===== config.mk =====
export PLATFORM = sky130hd
export DESIGN_NAME = spi_err_mon
export DESIGN_NICKNAME = d
export VERILOG_FILES = /design/src/rtl/spi_err_pkg.sv /design/src/rtl/spi_win_timer.sv /design/src/rtl/spi_err_check.sv /design/src/rtl/spi_err_flags.sv /design/src/rtl/spi_err_mon.sv
export SDC_FILE = /design/constraint.sdc
export NUM_CORES = 1
export LEC_CHECK = 0
export BUFFER_PORTS_ARGS = -buffer_cell sky130_fd_sc_hd__buf_2
export CAP_MARGIN = 20
export CORE_ASPECT_RATIO = 1.25
export CORE_UTILIZATION = 35
export CTS_CLUSTER_DIAMETER = 100
export DETAILED_ROUTE_END_ITERATION = 6
export SYNTH_ARGS = -nofsm -noshare
export SYNTH_HDL_FRONTEND = slang
export SYNTH_HIERARCHICAL = 1
export SYNTH_SLANG_ARGS = --single-unit

===== constraint.sdc =====
create_clock -name clk -period 2.35 [get_ports clk]
set_input_delay 0 -clock clk [delete_from_list [all_inputs] [get_ports clk]]
set_output_delay 0 -clock clk [all_outputs]
set_load 0.02 [all_outputs]

===== src/rtl/spi_err_pkg.sv =====
// Package: flag positions and counts shared by the error monitor.
// Assumes flags 0..NACT-1 are live and the top bit is reserved.
package spi_err_pkg;
    localparam int NFLAG   = 6;
    localparam int NACT    = 5;
    localparam int FLG_BIT = 0;
    localparam int FLG_PAR = 1;
    localparam int FLG_TMO = 2;
    localparam int FLG_DSY = 3;
    localparam int FLG_LEN = 4;
endpackage


===== src/rtl/spi_win_timer.sv =====
// Window timer: opens on start, counts limit+1 cycles, and pulses
// expire combinationally in the last cycle if ok was never seen.
// Assumes kill has priority and a start while busy restarts the window.
module spi_win_timer #(
    parameter int CNT_W = 16
) (
    input  logic             clk,
    input  logic             rst_n,
    input  logic             kill,
    input  logic             start,
    input  logic [CNT_W-1:0] limit,
    input  logic             ok,
    output logic             expire
);
    logic             busy;
    logic [CNT_W-1:0] cnt;

    // Window state: load on start, count down, close on ok or zero.
    always_ff @(posedge clk) begin
        if (!rst_n) begin
            busy <= 1'b0;
            cnt  <= '0;
        end else if (kill) begin
            busy <= 1'b0;
        end else if (start) begin
            busy <= 1'b1;
            cnt  <= limit;
        end else if (busy) begin
            if (ok || cnt == '0) busy <= 1'b0;
            else                 cnt  <= cnt - 1'b1;
        end
    end

    // Expiry in the final window cycle with no acceptable answer.
    assign expire = busy && !ok && (cnt == '0) && !kill && !start;
endmodule


===== src/rtl/spi_err_check.sv =====
// Data-path checks: readback bit mismatch and parity mismatch.
// Assumes strobes are single-cycle and data is valid with them.
module spi_err_check #(
    parameter int DATA_W = 8
) (
    input  logic              rx_strobe,
    input  logic              tx_bit,
    input  logic              line_bit,
    input  logic              word_done,
    input  logic              par_en,
    input  logic              par_odd,
    input  logic [DATA_W-1:0] rx_word,
    input  logic              rx_par,
    output logic              bit_fault,
    output logic              par_fault
);
    logic exp_par;

    // Expected parity bit for the selected sense.
    assign exp_par = (^rx_word) ^ par_odd;

    // Fault pulses for the flag register.
    always_comb begin
        bit_fault = rx_strobe & (tx_bit ^ line_bit);
        par_fault = word_done & par_en & (rx_par ^ exp_par);
    end
endmodule


===== src/rtl/spi_err_flags.sv =====
// Sticky flag register with write-one-to-clear, set priority over
// clear, and a global enable that clears and holds all bits.
module spi_err_flags #(
    parameter int NACT = 5
) (
    input  logic            clk,
    input  logic            rst_n,
    input  logic            en,
    input  logic [NACT-1:0] set,
    input  logic            clr_wr,
    input  logic [NACT-1:0] clr_mask,
    output logic [NACT-1:0] flags_q
);
    genvar i;
    generate
        for (i = 0; i < NACT; i++) begin : g_flag
            // One sticky bit: reset/disable clear, set beats clear.
            always_ff @(posedge clk) begin
                if (!rst_n || !en)          flags_q[i] <= 1'b0;
                else if (set[i])            flags_q[i] <= 1'b1;
                else if (clr_wr && clr_mask[i]) flags_q[i] <= 1'b0;
            end
        end
    endgenerate
endmodule


===== src/rtl/spi_err_mon.sv =====
// Top: SPI master error monitor. Combines readback/parity checks,
// two handshake window timers, the sticky flag register, the abort
// request and the masked interrupt. Handshake checks run only in
// master mode with the ready-line function enabled.
module spi_err_mon
    import spi_err_pkg::*;
#(
    parameter int DATA_W = 8,
    parameter int CNT_W  = 16
) (
    input  logic              clk,
    input  logic              rst_n,
    input  logic              mon_en,
    input  logic              master_mode,
    input  logic              hs_en,
    input  logic              par_en,
    input  logic              par_odd,
    input  logic              rx_strobe,
    input  logic              tx_bit,
    input  logic              line_bit,
    input  logic              word_done,
    input  logic [DATA_W-1:0] rx_word,
    input  logic              rx_par,
    input  logic              cs_start,
    input  logic              last_bit,
    input  logic              slv_rdy,
    input  logic [CNT_W-1:0]  to_limit,
    input  logic [CNT_W-1:0]  t2e_dly,
    input  logic              len_err,
    input  logic              clr_wr,
    input  logic [NACT-1:0]   clr_mask,
    input  logic [NACT-1:0]   irq_mask,
    output logic [NFLAG-1:0]  flags,
    output logic              cs_abort,
    output logic              err_irq
);
    logic            hs_kill;
    logic            bit_fault, par_fault, tmo_fault, dsy_fault;
    logic [NACT-1:0] set_vec;
    logic [NACT-1:0] flags_q;
    logic            abort_q;

    // Handshake windows stop outside master mode or when disabled.
    assign hs_kill = !mon_en || !master_mode || !hs_en;

    spi_err_check #(.DATA_W(DATA_W)) u_check (
        .rx_strobe (rx_strobe),
        .tx_bit    (tx_bit),
        .line_bit  (line_bit),
        .word_done (word_done),
        .par_en    (par_en),
        .par_odd   (par_odd),
        .rx_word   (rx_word),
        .rx_par    (rx_par),
        .bit_fault (bit_fault),
        .par_fault (par_fault)
    );

    // Timeout: waits for ready to rise after chip select.
    spi_win_timer #(.CNT_W(CNT_W)) u_tmo (
        .clk    (clk),
        .rst_n  (rst_n),
        .kill   (hs_kill),
        .start  (cs_start),
        .limit  (to_limit),
        .ok     (slv_rdy),
        .expire (tmo_fault)
    );

    // Desync: waits for ready to fall after the last bit.
    spi_win_timer #(.CNT_W(CNT_W)) u_dsy (
        .clk    (clk),
        .rst_n  (rst_n),
        .kill   (hs_kill),
        .start  (last_bit),
        .limit  (t2e_dly),
        .ok     (!slv_rdy),
        .expire (dsy_fault)
    );

    // Gather fault pulses into flag positions.
    always_comb begin
        set_vec          = '0;
        set_vec[FLG_BIT] = bit_fault;
        set_vec[FLG_PAR] = par_fault;
        set_vec[FLG_TMO] = tmo_fault;
        set_vec[FLG_DSY] = dsy_fault;
        set_vec[FLG_LEN] = len_err;
    end

    spi_err_flags #(.NACT(NACT)) u_flags (
        .clk      (clk),
        .rst_n    (rst_n),
        .en       (mon_en),
        .set      (set_vec),
        .clr_wr   (clr_wr),
        .clr_mask (clr_mask),
        .flags_q  (flags_q)
    );

    // One-cycle chip-select abort aligned with the timeout flag.
    always_ff @(posedge clk) begin
        if (!rst_n) abort_q <= 1'b0;
        else        abort_q <= tmo_fault;
    end

    assign flags    = {{(NFLAG-NACT){1'b0}}, flags_q};
    assign cs_abort = abort_q;
    assign err_irq  = |(flags_q & irq_mask);
endmodule


Word level (Yosys, flattened, before mapping). Cells that the tools add are included.

Output and inout port bits: 8. Input bits: 67. Logic and storage cells: 85. Register bits: 40.

Add/sub/neg operators: 2. Reductions and logical operators: 40. Bitwise logic cells: 9. Muxes and demuxes: 22. Equality and inequality tests: 2.

Operators by type and width (count): 2-to-1 mux 16 bit (6); logical NOT 16 bit (2); subtractor 16 x 1 -> 16 bit (second input constant) (2); 2-to-1 mux 1 bit (16); nonzero test 2 bit (7); logical AND 1 bit (13); logical NOT 1 bit (8); parity 8 bit (1); AND reduction 3 bit (2); AND 5 bit (1); logical OR 1 bit (5); OR reduction 5 bit (1); != test 2 bit (second input constant) (2); AND 1 bit (3); bitwise XOR 1 bit (3); NOT 1 bit (2); OR reduction 2 bit (1).

Logic depth before layout (Yosys ltp). Gate-level depths: netlist of the first run.

Word-level depth: 7. Gate-level depth with buffers: 8. Gate-level depth less buffers: 8.

Cells and area by module. The synthesis of the first run kept the hierarchy.

Modules (own cells, without submodules): spi_win_timer (u_dsy) (seq. area each 340.3 µm², instances 1, cells an instance 144, area each 1097.3 µm²); spi_win_timer (u_tmo) (seq. area each 340.3 µm², instances 1, cells an instance 144, area each 1081.0 µm²); spi_err_flags (seq. area each 100.1 µm², instances 1, cells an instance 21, area each 187.7 µm²); spi_err_check (seq. area each 0.0 µm², instances 1, cells an instance 11, area each 112.6 µm²); spi_err_mon (seq. area each 20.0 µm², instances 1, cells an instance 9, area each 67.6 µm²).

Worst setup path after synthesis of the first run. OpenSTA, ideal clock, no wires.

Kind: register to register. From: register u_dsy.cnt[0]. To: register u_dsy.cnt[11]. Setup slack: 0.316 ns. Stages on the path, launching flop included: 9. Required time: 2.282 ns. Buffers on the path: 1. Data arrival time: 1.966 ns. Clock period less this slack: 2.034 ns. Library setup time: 0.068 ns. Path through: dfxtp_1 inv_1 ha_1 or3b_1 nor4_4 a221o_4 buf_12 o21ai_1 a21oi_2.

Cells in the longest elaborated chain, start to end: 4. Elaborated cells between the ends (all ways): 8. Those cells by class: 1 x add/sub; 1 x eq/ne; 3 x mux; 3 x reduce/logical.

Ends and longest elaborated chain: start, declared (RTL line spi_win_timer.sv:16) `logic [CNT_W-1:0] cnt;`; start signal, assigned (RTL line spi_win_timer.sv:27) `cnt <= limit;`; start signal, assigned (RTL line spi_win_timer.sv:30) `else cnt <= cnt - 1'b1;`; subtractor 16 x 1 -> 16 bit / logical NOT 16 bit (equally long branches) (RTL line spi_win_timer.sv:30, spi_win_timer.sv:29); 2-to-1 mux 16 bit / logical OR 1 bit (equally long branches) (RTL line spi_win_timer.sv:29) `if (ok || cnt == '0) busy <= 1'b0;`; 2-to-1 mux 16 bit / != test 2 bit (equally long branches); 2-to-1 mux 16 bit / AND reduction 3 bit (equally long branches).

Several ways; a longest one is shown, not always the timed one. The select of a mux whose other input is x is not followed. A chain may end at the register's enable or synchronous reset.

Final worst setup path of the first run.
From: register u_tmo.cnt[0]. To: register u_tmo.cnt[5].

Cells in the longest elaborated chain, start to end: 4. Elaborated cells between the ends (all ways): 8. Those cells by class: 1 x add/sub; 1 x eq/ne; 3 x mux; 3 x reduce/logical.

Ends and longest elaborated chain (RTL line): start, declared (spi_win_timer.sv:16); start signal, assigned (spi_win_timer.sv:27); start signal, assigned (spi_win_timer.sv:30); subtractor 16 x 1 -> 16 bit / logical NOT 16 bit (equally long branches) (spi_win_timer.sv:30, spi_win_timer.sv:29); 2-to-1 mux 16 bit / logical OR 1 bit (equally long branches) (spi_win_timer.sv:29); 2-to-1 mux 16 bit / != test 2 bit (equally long branches); 2-to-1 mux 16 bit / AND reduction 3 bit (equally long branches).

Several ways; a longest one is shown, not always the timed one. The select of a mux whose other input is x is not followed.

==> impl_results.md, run 1 <==
- DR DRC count: 0
- Final hold violation count: 0
- Final period util: 0.925
- Final GP Congestion: 0.788
- Commonest non-fill, non-tap cell in the layout: buf_2
- Final Non-Filler Cells: 506
- Number of synthesized flops with an enable pin: 0
- Leak pwr: 1.34 nW
- Status: finished, final reports clean
- I/O Buffers: 73
- Core area: 7020 um2
- Clock insertion delay at the later pin of the skew report: 290 ps
- Critical Path Fanout Max: 17
- Syn nets: 398
- Post-synth top area share: 0.314
- Clock root buffer: clkbuf_8
- Number of nets in the layout: 484
- Slew Limit Headroom: 0.604
- DR pass1 iterations: 4
- FF-to-FF Start: u_tmo/cnt[0]
- WP data arrival: 2370 ps
- Synthesized area: 2550 um2
- Seq/Total Area, Yosys: 0.314
- Die W: 78.3 um
- Max-Cap Viols: 0
- Area leader, netlist: dfxtp_1
- Top cells by area, synth: dfxtp_1 31%, nand2_1 6.9%, a21oi_1 5.1%
- Startpoint Class: flop
- Setup Buffers After CTS: 0
- Post-CTS Resized: 0
- Share of layout cells above drive strength 1: 0.286
- Number of distinct library cells after synthesis: 49
- Die height: 97.4 um
- Total negative slack: 0 ps
- Ys async rst share: 0
- Fill cells: 722
- HPWL Detailed: 4980 um
- GRT Residual Overflow: 0
- Primary FF master, synth: dfxtp_1
- Final min period: 2170 ps
- Hold_sp: t2e_dly[0]
- Met3 GRT Util: 0.0347
- Synth Register Bits: 40
- Worst path cell trace: inv_1 > ha_1 > or3b_1 > nor4_4 > a221o_4 > nor3_1 > a31o_2
- CP endpoint kind: flop
- Antenna viol nets, final: 0
- Met1 usage: 0.233
- Worst EP required: 2550 ps
- Vias in the first global route: 2626
- Syn_area_per_cell: 7.74 um2
- Reg clk slew, reported paths: 80 ps
- DR vias: 2689
- Clock Tree Buf Depth: 2
- Util after Layout: 0.463
- Initial antenna violation count: 0
- Ant diodes: 0
- Clock Sinks: 40
- Via density: 5.31
- Global-route wire length before repair: 11700 um
- CP max stage delay: 420 ps
- Die ar.: 7620 um2
- WL/cell: 13.5 um
- Placed cells: 489
- H-tree lvl count: 2
- Synth Instances: 329
- PD cells: 529 nW/um2
- Most frequent cells in the layout: 73 x buf_2, 47 x nand2_1, 40 x dfxtp_1, 34 x nor2_1, 26 x a21oi_1
- Area grow syn2layout: 27.7%
- Multi-input logic area: 1590 um2
- Storage cell area: 801 um2
- Yosys warns: 6
- Worst Setup SP: u_tmo/cnt[0]
- CTS Buf Count: 5
- I/O pin count: 75
- Final setup viols: 0
- Met2 usage: 0.322
- Maximum operating frequency: 460 MHz
- WL final: 6820 um
- Worst IR Drop VDD: 0.248 mV
- Crit Path Category: flop to flop
- Pin count of the biggest net entering global routing: 35
- Slew Viols, Final: 0
- DRT iter0 DRCs: 124
- Clock Skews: 9.47 ps
- Critical path's slowest cell: or3b_1
- Hold crit path type: primary input to flop
- RSZ-0062 raised after global routing: no
- Measured slew at the worst slew-check pin: 593 ps
- CTS tree: built
- Initial core utilization: 0.363
- GRT Resource Usage Total: 0.186
- Busiest grt layer: met2
- Core Rows: 34
[metrics by stage]
stage | cell area [um2] | setup WS (ps) | power [mW] | hold slack [ps]
final | 3250 | 176 | 1.72 | 3.62
after global routing | 3250 | 50.1 | 1.82 | 19.5
after CTS | 3250 | 176 | 1.74 | 0.624
after detailed placement | 3050 | 189 | 1.17 | 205
after global placement | 3050 | 230 | 1.16 | 200
after floorplan | 2550 | 316 | 1.02 | 114
[worst paths after layout]
check,to,slack (ps),depth (start not counted)
setup / recovery,u_tmo/cnt[5],180,7
hold / removal,u_dsy/cnt[0],4,3
setup reg to reg,u_tmo/cnt[5],180,7
hold reg to reg,u_dsy/cnt[15],470,2
[power by group]
part / internal (mW) / total (mW) / switching, mW
logic: 0.219 / 0.452 / 0.233
clock network: 0.315 / 0.559 / 0.244
registers: 0.694 / 0.710 / 0.0162
[kinds of logic after synthesis]
logic type / share of synthesized area
compound gates: 0.320
xor+xnor: 0.0393
fa+ha+maj: 0.00983
buf+inv: 0.0609
flops: 0.314
other cells: 0.00147
simple gates: 0.254
[Yosys cell counts (all sizes together), types with 6 or more instances]
library cell / count
xnor2: 7
nor4: 6
nor2: 34
inv: 14
o41ai: 6
clkbuf: 16
a31oi: 7
o31ai: 6
nand2: 48
o21ai: 32
nor3b: 6
or4: 6
nor3: 14
dfxtp: 40
a21oi: 32
[flip-flops by register name, indices dropped and copies added (netlist names)]
register / flops
cs_abort: 1
u_dsy/busy: 1
u_dsy/cnt: 16
u_flags/flags_q: 5
u_tmo/busy: 1
u_tmo/cnt: 16
[final cells by class]
class,count,share of cell area
well taps,90,0.0346
clock buffers,6,0.0223
multi-input cells,256,0.489
repair buffers,98,0.181
flip-flops and latches,40,0.246
clock inverters,2,0.0108
inverters,14,0.0162
[worst max-delay path: cells and delay by family, from the launching register on]
family	cells	cell delay (ps)
compound gates	2	600
fa+ha+maj	1	180
simple gates	3	880
flops	1	340
buf+inv	1	80
[layer usage]
metal,part of all wire,wire [um]
met5,0,0
met4,0.0070,48
met2,0.51,3460
met1,0.44,2990
met3,0.048,325
[timing repair]
item / 4_1_cts / 5_1_grt
endpoints found under the setup margin: 0 / 0
hold buffers: 9 / 0
hold endpoints to repair: 5 / 0
Note: power is estimated with default switching activity, not from simulation.
==> run 2: changes to the inputs <==
Settings changed: ABC_CLOCK_PERIOD_IN_PS set to 2350, CORE_UTILIZATION 35 to 52, PLACE_DENSITY set to 0.8.
==> impl_results.md, run 2 (synthesized netlist as in run 1, its figures left out) <==
- Die W: 64.6 um (-18%)
- Reg2Reg Capture Point: u_flags/flags_q[3]
- Reg clk slew, reported paths: 70 ps (about the same)
- FF-to-FF Start: u_dsy/cnt[0]
- Crit Path Category: flop to flop
- Maximum operating frequency: 455 MHz (-1.1%)
- Core area: 4730 um2 (-33%)
- Initial core utilization: 0.538 (+0.176)
- I/O pin count: 75 (unchanged)
- WP buf/inv: 2 (+1)
- Final setup viols: 0 (unchanged)
- WL final: 6760 um (-0.94%)
- Total negative slack: 0 ps (unchanged)
- Commonest non-fill, non-tap cell in the layout: buf_2
- Slew Limit Headroom: 0.607 (+0.00332)
- Startpoint Class: flop
- I/O Buffers: 73 (unchanged)
- Worst EP required: 2550 ps (about the same)
- Final hold violation count: 0 (unchanged)
- Top Family by Delay on Critical Path: simple AND/OR/NAND/NOR gates
- Setup Buffers After CTS: 0 (unchanged)
- DRT met1 WL: 2700 um (-9.9%)
- GRT Residual Overflow: 0 (unchanged)
- Hold crit path type: primary input to flop
- CP max stage delay: 420 ps (about the same)
- DR pass1 iterations: 4 (unchanged)
- Critical Path Fanout Max: 4 (-13)
- Share of power burned in registers: 0.443 (+0.030)
- R2R setup slack: 150 ps (-20 ps)
- Share of layout cells above drive strength 1: 0.286 (unchanged)
- Via density: 5.86 (+10%)
- Most frequent CP cell: inv_1
- Die ar.: 5180 um2 (-32%)
- CP endpoint kind: flop
- RSZ-0062 raised after global routing: no
- Clock insertion delay at the later pin of the skew report: 290 ps (about the same)
- Biggest regs: u_dsy/cnt (16), u_tmo/cnt (16), u_flags/flags_q (5)
- Clock Sinks: 40 (unchanged)
- HPWL Detailed: 4850 um (-2.8%)
- Clock root buffer: clkbuf_8
- Status: finished, final reports clean
- Global-route wire length before repair: 11300 um (-3.2%)
- Pin count of the biggest net entering global routing: 35 (unchanged)
- Fill cells: 408 (-43%)
- GRT Resource Usage Total: 0.274 (+0.0879)
- Worst IR Drop VDD: 0.356 mV (+43%)
- Sw frac: 0.305 (+0.0187)
- PD cells: 504 nW/um2 (-4.9%)
- CTS Buf Count: 5 (unchanged)
- DRT iter0 DRCs: 168 (+35%)
- Area grow syn2layout: 25.2%
- Number of nets in the layout: 485 (+0.21%)
- Hold_sp: t2e_dly[0]
- Worst path cell trace: inv_1 > ha_1 > or3b_1 > nor4_4 > nand2_1 > nor3_1 > inv_1 > a311oi_1
- Sw power: 0.490 mW (-0.71%)
- CTS tree: built
- Vias in the first global route: 2623 (-0.11%)
- Power Total: 1.60 mW (-6.8%)
- Internal power: 1.12 mW (-9.2%)
- Worst Reg-to-Reg Cells: 8 (+1)
- Clock Tree Buf Depth: 2 (unchanged)
- Clock Power Share: 0.273 (-0.052)
- Min-Delay Endpoint: u_dsy/cnt[0]
- Measured slew at the worst slew-check pin: 588 ps (-4.98 ps)
- Slew Viols, Final: 0 (unchanged)
- Ant diodes: 0 (unchanged)
- DR WL met3: 270 um (-17%)
- Final min period: 2200 ps (+24.8 ps)
- Core Rows: 28 (-18%)
- Antenna viol nets, final: 0 (unchanged)
- WP data arrival: 2400 ps (+30 ps)
- Most frequent cells in the layout: 73 x buf_2, 47 x nand2_1, 40 x dfxtp_1, 34 x nor2_1, 26 x a21oi_1
- WL/cell: 14.2 um (+5.3%)
- Initial antenna violation count: 0 (unchanged)
- H-tree lvl count: 2 (unchanged)
- Die height: 80.2 um (-18%)
- DR vias: 2791 (+3.8%)
- Leak pwr: 1.32 nW (-0.94%)
- Max-Cap Viols: 0 (unchanged)
- DR DRC count: 0 (unchanged)
- Final GP Congestion: 0.818 (+3.8%)
- Clock Skews: 9.77 ps (+0.301 ps)
- Hold path cells: 3 (unchanged)
- Critical path's slowest cell: or3b_1
- Max layer used: met4
- Final period util: 0.935 (+0.0105)
- Met2 wire len: 3660 um (+6.0%)
- Combinational share of power: 0.284 (+0.022)
-- run 2: cell count changes in the layout (fill, tap and decap cells not counted), sizes merged --
cell / change
bufinv: -1
dlygate4sd3: +1
-- run 2: routing by layer --
metal / vias to the layer above / GRT usage
li1: 1391 / -
met1: 1294 / 0.300
met5: - / 0
met4: 0 / 0.147
met3: 14 / 0.0511
met2: 92 / 0.494
-- run 2: worst min-delay path, cell delays in order --
cell and delay [ps]:
buf_2 100, nand3_1 70, a31oi_1 90
-- run 2: timing repair --
action	CTS	global route
endpoints found under the hold margin	6	0
resized for setup	0	1
hold buffers	10	0
endpoints found under the setup margin	0	2
-- run 2: how the worst max path moves through the flow --
stage                       startpoint                  to  slack (ps)  cells after the start
after floorplan           u_dsy/cnt[0]       u_dsy/cnt[11]         320                      8
after global placement    u_tmo/cnt[0]        u_tmo/cnt[5]         250                      7
after detailed placement  u_dsy/cnt[0]        u_dsy/cnt[5]         180                      7
after CTS                 u_tmo/cnt[0]  u_flags/flags_q[2]         150                      8
after global routing      u_dsy/cnt[0]        u_dsy/cnt[5]           7                      7
final                     u_dsy/cnt[0]  u_flags/flags_q[3]         150                      8
-- run 2: power groups by stage --
stage | Clock [mW] | Sequential [mW] | Combinational (mW)
global route | 0.468 | 0.714 | 0.498
floorplan | 0 | 0.726 | 0.294
CTS | 0.446 | 0.711 | 0.453
global placement | 0 | 0.726 | 0.427
finish | 0.438 | 0.712 | 0.456
detailed placement | 0 | 0.727 | 0.438
-- run 2: through the flow --
stage | std cells | hold slack (ps) | utilization | cell area (um2) | setup WS (ps)
final | 476 | 24.7 | 0.674 | 3190 | 152
after global routing | 476 | 31.3 | 0.674 | 3190 | 6.57
after CTS | 476 | 15.1 | 0.673 | 3180 | 153
after detailed placement | 459 | 206 | 0.635 | 3000 | 179
after global placement | 459 | 201 | 0.635 | 3000 | 254
after floorplan | 329 | 114 | - | 2550 | 316
-- run 2: final cells by class --
| class | count | area [um2] | share of cell area |
|---|---|---|---|
| Sequential cell | 40 | 801 | 0.251 |
| Tap cell | 60 | 75.1 | 0.0236 |
| Inverter | 14 | 52.6 | 0.0165 |
| Multi-Input combinational cell | 256 | 1600 | 0.501 |
| Timing Repair Buffer | 99 | 586 | 0.184 |
| Clock inverter | 1 | 5.00 | 0.00157 |
| Clock buffer | 6 | 72.6 | 0.0228 |
